--- src/rtl/spi_word_pkg.sv ---
package spi_word_pkg;

  // control-to-datapath strobes, all single-cycle
  typedef struct packed {
    logic load;    // accept a new word
    logic launch;  // put next transmit bit on the line
    logic sample;  // capture one receive bit
    logic finish;  // word complete
  } spi_stb_t;

  typedef enum logic [1:0] {
    ST_IDLE  = 2'd0,
    ST_LEAD  = 2'd1,
    ST_SHIFT = 2'd2,
    ST_LAG   = 2'd3
  } spi_state_t;

endpackage

--- src/rtl/spi_word_ctrl.sv ---
module spi_word_ctrl
  import spi_word_pkg::*;
#(
  parameter int WSEL_W = 5,
  parameter int DIV_W  = 8,
  parameter int DLY_W  = 4,
  localparam int EDGE_W = WSEL_W + 1
) (
  input  logic              clk,
  input  logic              rstN,
  input  logic              start,
  input  logic              cfgCpha,
  input  logic [DLY_W-1:0]  cfgLead,
  input  logic [DLY_W-1:0]  cfgLag,
  input  logic [DIV_W-1:0]  cfgHalfDiv,
  input  logic [WSEL_W-1:0] effWM1,
  output spi_stb_t          stb,
  output logic              busy,
  output logic              done,
  output logic              sclkLvl
);

  spi_state_t        state;
  logic [DIV_W-1:0]  divCnt;
  logic [DIV_W-1:0]  halfLim;
  logic [DLY_W-1:0]  phaseCnt;
  logic [EDGE_W-1:0] edgeCnt;
  logic              tick;
  logic              lastEdge;
  logic              inShift;

  always_comb begin
    halfLim  = (cfgHalfDiv == '0) ? '0 : cfgHalfDiv - 1'b1;
    tick     = (state != ST_IDLE) && (divCnt == halfLim);
    lastEdge = (edgeCnt == {effWM1, 1'b1});
    inShift  = (state == ST_SHIFT) && tick;
    stb        = '0;
    stb.load   = (state == ST_IDLE) && start;
    // even edge index = leading edge, odd = trailing edge
    stb.launch = (stb.load && !cfgCpha) ||
                 (inShift && (cfgCpha ? !edgeCnt[0] : (edgeCnt[0] && !lastEdge)));
    stb.sample = inShift && (cfgCpha ? edgeCnt[0] : !edgeCnt[0]);
    stb.finish = tick && (((state == ST_SHIFT) && lastEdge && (cfgLag == '0)) ||
                          ((state == ST_LAG) && (phaseCnt == cfgLag - 1'b1)));
  end

  always_ff @(posedge clk or negedge rstN) begin
    if (!rstN) begin
      state    <= ST_IDLE;
      divCnt   <= '0;
      phaseCnt <= '0;
      edgeCnt  <= '0;
      sclkLvl  <= 1'b0;
      done     <= 1'b0;
    end else begin
      done <= stb.finish;
      if (state == ST_IDLE) begin
        if (start) begin
          divCnt   <= '0;
          phaseCnt <= '0;
          edgeCnt  <= '0;
          state    <= (cfgLead == '0) ? ST_SHIFT : ST_LEAD;
        end
      end else begin
        divCnt <= tick ? '0 : divCnt + 1'b1;
        if (tick) begin
          case (state)
            ST_LEAD: begin
              if (phaseCnt == cfgLead - 1'b1) begin
                phaseCnt <= '0;
                state    <= ST_SHIFT;
              end else begin
                phaseCnt <= phaseCnt + 1'b1;
              end
            end
            ST_SHIFT: begin
              sclkLvl <= ~sclkLvl;
              if (lastEdge) begin
                edgeCnt <= '0;
                state   <= (cfgLag == '0) ? ST_IDLE : ST_LAG;
              end else begin
                edgeCnt <= edgeCnt + 1'b1;
              end
            end
            ST_LAG: begin
              if (stb.finish) begin
                phaseCnt <= '0;
                state    <= ST_IDLE;
              end else begin
                phaseCnt <= phaseCnt + 1'b1;
              end
            end
            default: ;
          endcase
        end
      end
    end
  end

  assign busy = (state != ST_IDLE);

endmodule

--- src/rtl/spi_word_dp.sv ---
module spi_word_dp
  import spi_word_pkg::*;
#(
  parameter int MAX_W  = 32,
  parameter int WSEL_W = 5,
  parameter int CNT_W  = 16
) (
  input  logic              clk,
  input  logic              rstN,
  input  spi_stb_t          stb,
  input  logic [WSEL_W-1:0] effWM1,
  input  logic              lsbFirst,
  input  logic              txEn,
  input  logic              rxEn,
  input  logic              loopback,
  input  logic [MAX_W-1:0]  txWord,
  input  logic              miso,
  output logic              mosi,
  output logic [MAX_W-1:0]  rxWord,
  output logic [CNT_W-1:0]  txByteCount,
  output logic [CNT_W-1:0]  rxByteCount
);

  localparam int NUM_PATH = 2;

  logic [MAX_W-1:0]    txShift;
  logic [MAX_W-1:0]    rxShift;
  logic [MAX_W-1:0]    rxNext;
  logic [MAX_W-1:0]    txSrc;
  logic [MAX_W-1:0]    wordMask;
  logic                mosiReg;
  logic                txBit;
  logic                rxIn;
  logic [CNT_W-1:0]    bytesPerWord;
  logic [NUM_PATH-1:0] pathOn;

  function automatic logic [MAX_W-1:0] maskOf(input logic [WSEL_W-1:0] wm1);
    logic [MAX_W:0] one;
    one = {{MAX_W{1'b0}}, 1'b1} << (int'(wm1) + 1);
    return one[MAX_W-1:0] - 1'b1;
  endfunction

  always_comb begin
    wordMask     = maskOf(effWM1);
    txSrc        = stb.load ? (txWord & wordMask) : txShift;
    txBit        = lsbFirst ? txSrc[0] : txSrc[effWM1];
    mosi         = txEn & mosiReg;
    rxIn         = loopback ? mosi : miso;
    rxNext       = stb.load ? '0 : rxShift;
    if (stb.sample) begin
      rxNext = lsbFirst ? ((rxShift >> 1) | (MAX_W'(rxIn) << effWM1))
                        : ((rxShift << 1) | MAX_W'(rxIn));
    end
    bytesPerWord = CNT_W'(effWM1 >> 3) + CNT_W'(1);
    pathOn       = {rxEn, txEn};
  end

  always_ff @(posedge clk or negedge rstN) begin
    if (!rstN) begin
      txShift <= '0;
      rxShift <= '0;
      mosiReg <= 1'b0;
      rxWord  <= '0;
    end else begin
      if (stb.launch) begin
        mosiReg <= txBit;
        txShift <= lsbFirst ? (txSrc >> 1) : (txSrc << 1);
      end else if (stb.load) begin
        txShift <= txSrc;
      end
      rxShift <= rxNext;
      if (stb.finish && rxEn) rxWord <= rxNext;
    end
  end

  // one byte counter per path: index 0 transmit, index 1 receive
  for (genvar p = 0; p < NUM_PATH; p++) begin : g_cnt
    logic [CNT_W-1:0] cnt;
    always_ff @(posedge clk or negedge rstN) begin
      if (!rstN)                         cnt <= '0;
      else if (stb.finish && pathOn[p])  cnt <= cnt + bytesPerWord;
    end
  end

  assign txByteCount = g_cnt[0].cnt;
  assign rxByteCount = g_cnt[1].cnt;

endmodule

--- src/rtl/spi_word_master.sv ---
module spi_word_master
  import spi_word_pkg::*;
#(
  parameter int MAX_W  = 32,
  parameter int DIV_W  = 8,
  parameter int DLY_W  = 4,
  parameter int CNT_W  = 16,
  localparam int WSEL_W = $clog2(MAX_W),
  localparam int MIN_WM1 = 3
) (
  input  logic              clk,
  input  logic              rstN,
  input  logic [WSEL_W-1:0] cfgWidthM1,
  input  logic              cfgLsbFirst,
  input  logic              cfgCpol,
  input  logic              cfgCpha,
  input  logic              cfgSelActHigh,
  input  logic              cfgSelManual,
  input  logic              cfgSelFwBit,
  input  logic              cfgTxEn,
  input  logic              cfgRxEn,
  input  logic              cfgLoopback,
  input  logic [DLY_W-1:0]  cfgLead,
  input  logic [DLY_W-1:0]  cfgLag,
  input  logic [DIV_W-1:0]  cfgHalfDiv,
  input  logic              start,
  input  logic [MAX_W-1:0]  txWord,
  output logic              busy,
  output logic              done,
  output logic [MAX_W-1:0]  rxWord,
  output logic [CNT_W-1:0]  txByteCount,
  output logic [CNT_W-1:0]  rxByteCount,
  output logic              sclk,
  output logic              mosi,
  input  logic              miso,
  output logic              ssel
);

  spi_stb_t          stb;
  logic [WSEL_W-1:0] effWM1;
  logic              sclkLvl;
  logic              selOn;

  assign effWM1 = (cfgWidthM1 < WSEL_W'(MIN_WM1)) ? WSEL_W'(MIN_WM1) : cfgWidthM1;

  spi_word_ctrl #(
    .WSEL_W(WSEL_W), .DIV_W(DIV_W), .DLY_W(DLY_W)
  ) u_ctrl (
    .clk(clk), .rstN(rstN), .start(start), .cfgCpha(cfgCpha),
    .cfgLead(cfgLead), .cfgLag(cfgLag), .cfgHalfDiv(cfgHalfDiv),
    .effWM1(effWM1), .stb(stb), .busy(busy), .done(done), .sclkLvl(sclkLvl)
  );

  spi_word_dp #(
    .MAX_W(MAX_W), .WSEL_W(WSEL_W), .CNT_W(CNT_W)
  ) u_dp (
    .clk(clk), .rstN(rstN), .stb(stb), .effWM1(effWM1),
    .lsbFirst(cfgLsbFirst), .txEn(cfgTxEn), .rxEn(cfgRxEn),
    .loopback(cfgLoopback), .txWord(txWord), .miso(miso), .mosi(mosi),
    .rxWord(rxWord), .txByteCount(txByteCount), .rxByteCount(rxByteCount)
  );

  assign sclk  = sclkLvl ^ cfgCpol;
  assign selOn = cfgSelManual ? cfgSelFwBit : busy;
  assign ssel  = cfgSelActHigh ? selOn : ~selOn;

endmodule

--- config.mk ---
export PLATFORM = sky130hd
export DESIGN_NAME = spi_word_master
export DESIGN_NICKNAME = d
export VERILOG_FILES = /design/src/rtl/spi_word_pkg.sv /design/src/rtl/spi_word_ctrl.sv /design/src/rtl/spi_word_dp.sv /design/src/rtl/spi_word_master.sv
export SDC_FILE = /design/constraint.sdc
export NUM_CORES = 1
export LEC_CHECK = 0
export BUFFER_PORTS_ARGS = -buffer_cell sky130_fd_sc_hd__buf_2
export CELL_PAD_IN_SITES_DETAIL_PLACEMENT = 1
export CELL_PAD_IN_SITES_GLOBAL_PLACEMENT = 2
export CORE_MARGIN = 5
export CORE_UTILIZATION = 35
export CTS_CLUSTER_SIZE = 24
export DETAILED_ROUTE_END_ITERATION = 10
export PLACE_DENSITY_LB_ADDON = 0.1
export SLEW_MARGIN = 20
export SYNTH_ARGS = -nofsm -noshare
export SYNTH_HDL_FRONTEND = slang
export SYNTH_SLANG_ARGS = --single-unit
--- constraint.sdc ---
create_clock -name clk -period 3.1 [get_ports clk]
set_input_delay 0.62 -clock clk [delete_from_list [all_inputs] [get_ports clk]]
set_output_delay 0.62 -clock clk [all_outputs]
set_load 0.005 [all_outputs]
==> reports/metrics.yaml <==
ys.flop_type: "dfrtp_1"
max_slew_margin_pct: 50.9
numCtsBuffers: 17
maxCapViolCount: 0
r2r-end: "u_dp.mosiReg$_DFFE_PN0N_"
regToRegSetupSlack_ns: 0.33
ys_ff_latch: 151
die_x_um: 181
core_um2: 28800
cp_data_arrival_time_ns: 3.43
gp_congestion: 0.937
synth_area_per_cell_um2: 8.47
multi_input_area_um2: 6620
ys_types: 91
finish.utilization_pct: 50.0
num_vias: 10711
port_buffers: 134
hold_viol_final: 0
required_ns: 3.42
combPwrFrac_pct: 35.9
die_area_um2: 32800
num_rows: 62
ys_seq_area_share_pct: 36.9
synthArstFlopShare_pct: 100
clk_pin_slew_worst_paths_ns: 0.07
synth_warnings: 0
synth_area_leaders: "dfrtp_1 37%, mux2_2 4.7%, nand2_1 4.6%, a21oi_1 4.4%, nor2_1 3.8%"
worstHoldPathType: "in -> async"
start_kind: "input pin"
sequentialPowerShare_pct: 34.9
vdd_ir_drop_max_mv: 0.309
maxSlewViolCount: 0
grt_pass1_vias: 11215
cts_hold_buf: 0
yosysTopAreaCell: "dfrtp_1"
rsz0062_at_grt: "yes"
netSwitchingFraction_pct: 36.9
ant_nets: 0
post_drt_wl_per_cell_um: 21.2
grt_max_degree: 63
drtIter0Drc: 723
h-tree-depth: 4
dr.pass1.iters: 5
fin_crit_ns: 3.12
clk_path_buf_depth: 2
antenna_cells: 0
timing.rr.start: "u_ctrl.state[1]$_DFFE_PN0P_"
cts_sinks: 151
fin_crit_sh_pct: 101
grt_first_pass_wirelength_um: 63600
end_kind: "flip-flop"
seq_area_um2: 3780
final_layout_size_suffix_gt1_share_pct: 37.6
status: "complete, but fails checks"
criticalPathCategory: "in -> reg"
synth_cells: 1208
place_ws_ns: -0.593
fin_nets: 1613
io_pins: 135
synth.most_common_cell: "dfrtp_1"
leakage_uw: 0.00667
grtUsageTotal_pct: 24.1
totalWireLength_um: 40800
final.setup.tns_ns: -0.0838
viasPerCell: 5.56
syn_area_um2: 10200
fin_skew_ns: 0.0168
antenna_found_initial: 1
power.internal_uw: 4630
clkPwrFrac_pct: 29.2
violations: "negative setup slack"
tightest_slew_ns: 0.730
crit_fanout: 62
overflow: 0
cts_tree: "yes"
synth_edf_count: 0
p_sw_uw: 2700
synth_common_cells: "151 x dfrtp_1, 126 x nand2_1, 104 x nor2_1"
root_buffer: "clkbuf_16"
rr_worst_depth: 10
fillers: 3379
fmax_ghz: 0.321
area_growth_pct: 40.6
yosysTopAreaCellShare_pct: 36.9
synth_nets: 1293
clk_latency_ns: 0.44
drc_errors: 0
dp_hpwl_um: 30100
setup_viol: 10
p_per_area_nw_per_um2: 510
die_y_um: 181
start_util_pct: 35.6
timing.final.ws_setup_ns: -0.0179
==> routing by layer <==
layer	GRT usage [%]	vias to the layer above	wire length [µm]
met5	0	-	11
met4	6.12	2	908
met3	3.54	53	1630
met2	39.8	243	19400
met1	33.3	5375	18800
li1	-	5038	-
==> cell type report <==
class	instances	share of cell area, %
clock buffers	19	3.01
inverters	31	0.869
multi-input cells	945	46.0
well taps	384	3.34
clock inverters	13	0.939
repair buffers	382	19.6
flip-flops and latches	151	26.3
==> layout by cell type, fill, tap and decap left out, drive strengths merged, types with 21 or more instances in the layout <==
cell,n
dfrtp,151
a21oi,91
mux2,44
nor2,105
a31oi,21
nand2,127
nor3,28
inv,35
xor2,23
clkbuf,22
buf,379
nand3,73
o21ai,111
xnor2,44
==> registers in the layout, indices dropped and copies added (netlist names) <==
name / flops
u_ctrl.edgeCnt: 6
u_dp.rxShift: 32
u_dp.rxWord: 32
u_dp.txShift: 32
u_dp.txByteCount: 16
u_ctrl.state: 2
u_ctrl.divCnt: 8
u_ctrl.sclkLvl: 1
u_dp.mosiReg: 1
u_ctrl.phaseCnt: 4
u_ctrl.done: 1
u_dp.rxByteCount: 16
==> worst max path at each step <==
stage                             start                                to  depth (start not counted)
after floorplan           cfgHalfDiv[2]          u_dp.mosiReg$_DFFE_PN0N_                         10
after global placement    cfgWidthM1[3]      u_dp.txShift[29]$_DFFE_PN0P_                         14
after detailed placement  cfgHalfDiv[0]      u_dp.txShift[21]$_DFFE_PN0P_                         13
after CTS                 cfgHalfDiv[3]  u_dp.rxByteCount[12]$_DFFE_PN0P_                         11
after global routing      cfgHalfDiv[3]   u_dp.txByteCount[6]$_DFFE_PN0P_                         11
final                     cfgHalfDiv[3]       u_dp.rxWord[12]$_DFFE_PN0P_                         11
==> stage by stage <==
stage,instances,hold slack [ns],instance area [µm²],power (µW)
after detailed placement,1872,0.461,13200,5090
after CTS,1907,0.216,13800,7300
after global placement,1872,0.453,13200,5030
final,1925,0.194,14400,7330
after global routing,1925,0.250,14400,7760
after floorplan,1208,0.324,10600,3970
==> critical path: stages <==
cell and delay (ns):
buf_6 0.09, or4_4 0.52, or4_4 0.43, and3_4 0.18, or4_4 0.47, nor4_4 0.21, nand3_2 0.13, buf_12 0.22
nand3_1 0.12, o21ai_1 0.10, mux2_2 0.28
==> logic make-up (layout without fill, tap and decap cells) <==
| group | count (synthesis) | in the layout | share of synthesized area (%) |
|---|---|---|---|
| adder cells (fa/ha/maj) | 19 | 19 | 2.47 |
| flip-flops | 151 | 151 | 36.9 |
| AO/OA/AOI/OAI | 356 | 356 | 22.4 |
| multiplexers | 62 | 62 | 6.60 |
| AND/OR/NAND/NOR | 441 | 441 | 21.3 |
| XOR/XNOR | 67 | 67 | 5.73 |
| buffers and inverters | 112 | 445 | 4.57 |
==> power by group through the flow <==
stage | logic, µW | clock network, µW | registers [µW]
floorplan | 1500 | 0 | 2470
global placement | 2440 | 0 | 2590
detailed placement | 2500 | 0 | 2590
CTS | 2540 | 2200 | 2560
global route | 2880 | 2290 | 2590
finish | 2630 | 2140 | 2560
==> what timing repair did <==
item                                    CTS  global route
gates cloned                              0             3
setup buffers                             3            17
resized for setup                        26            78
pin swaps                                 8            38
endpoints found under the setup margin   81           104
(Power assumes the default switching activity.)
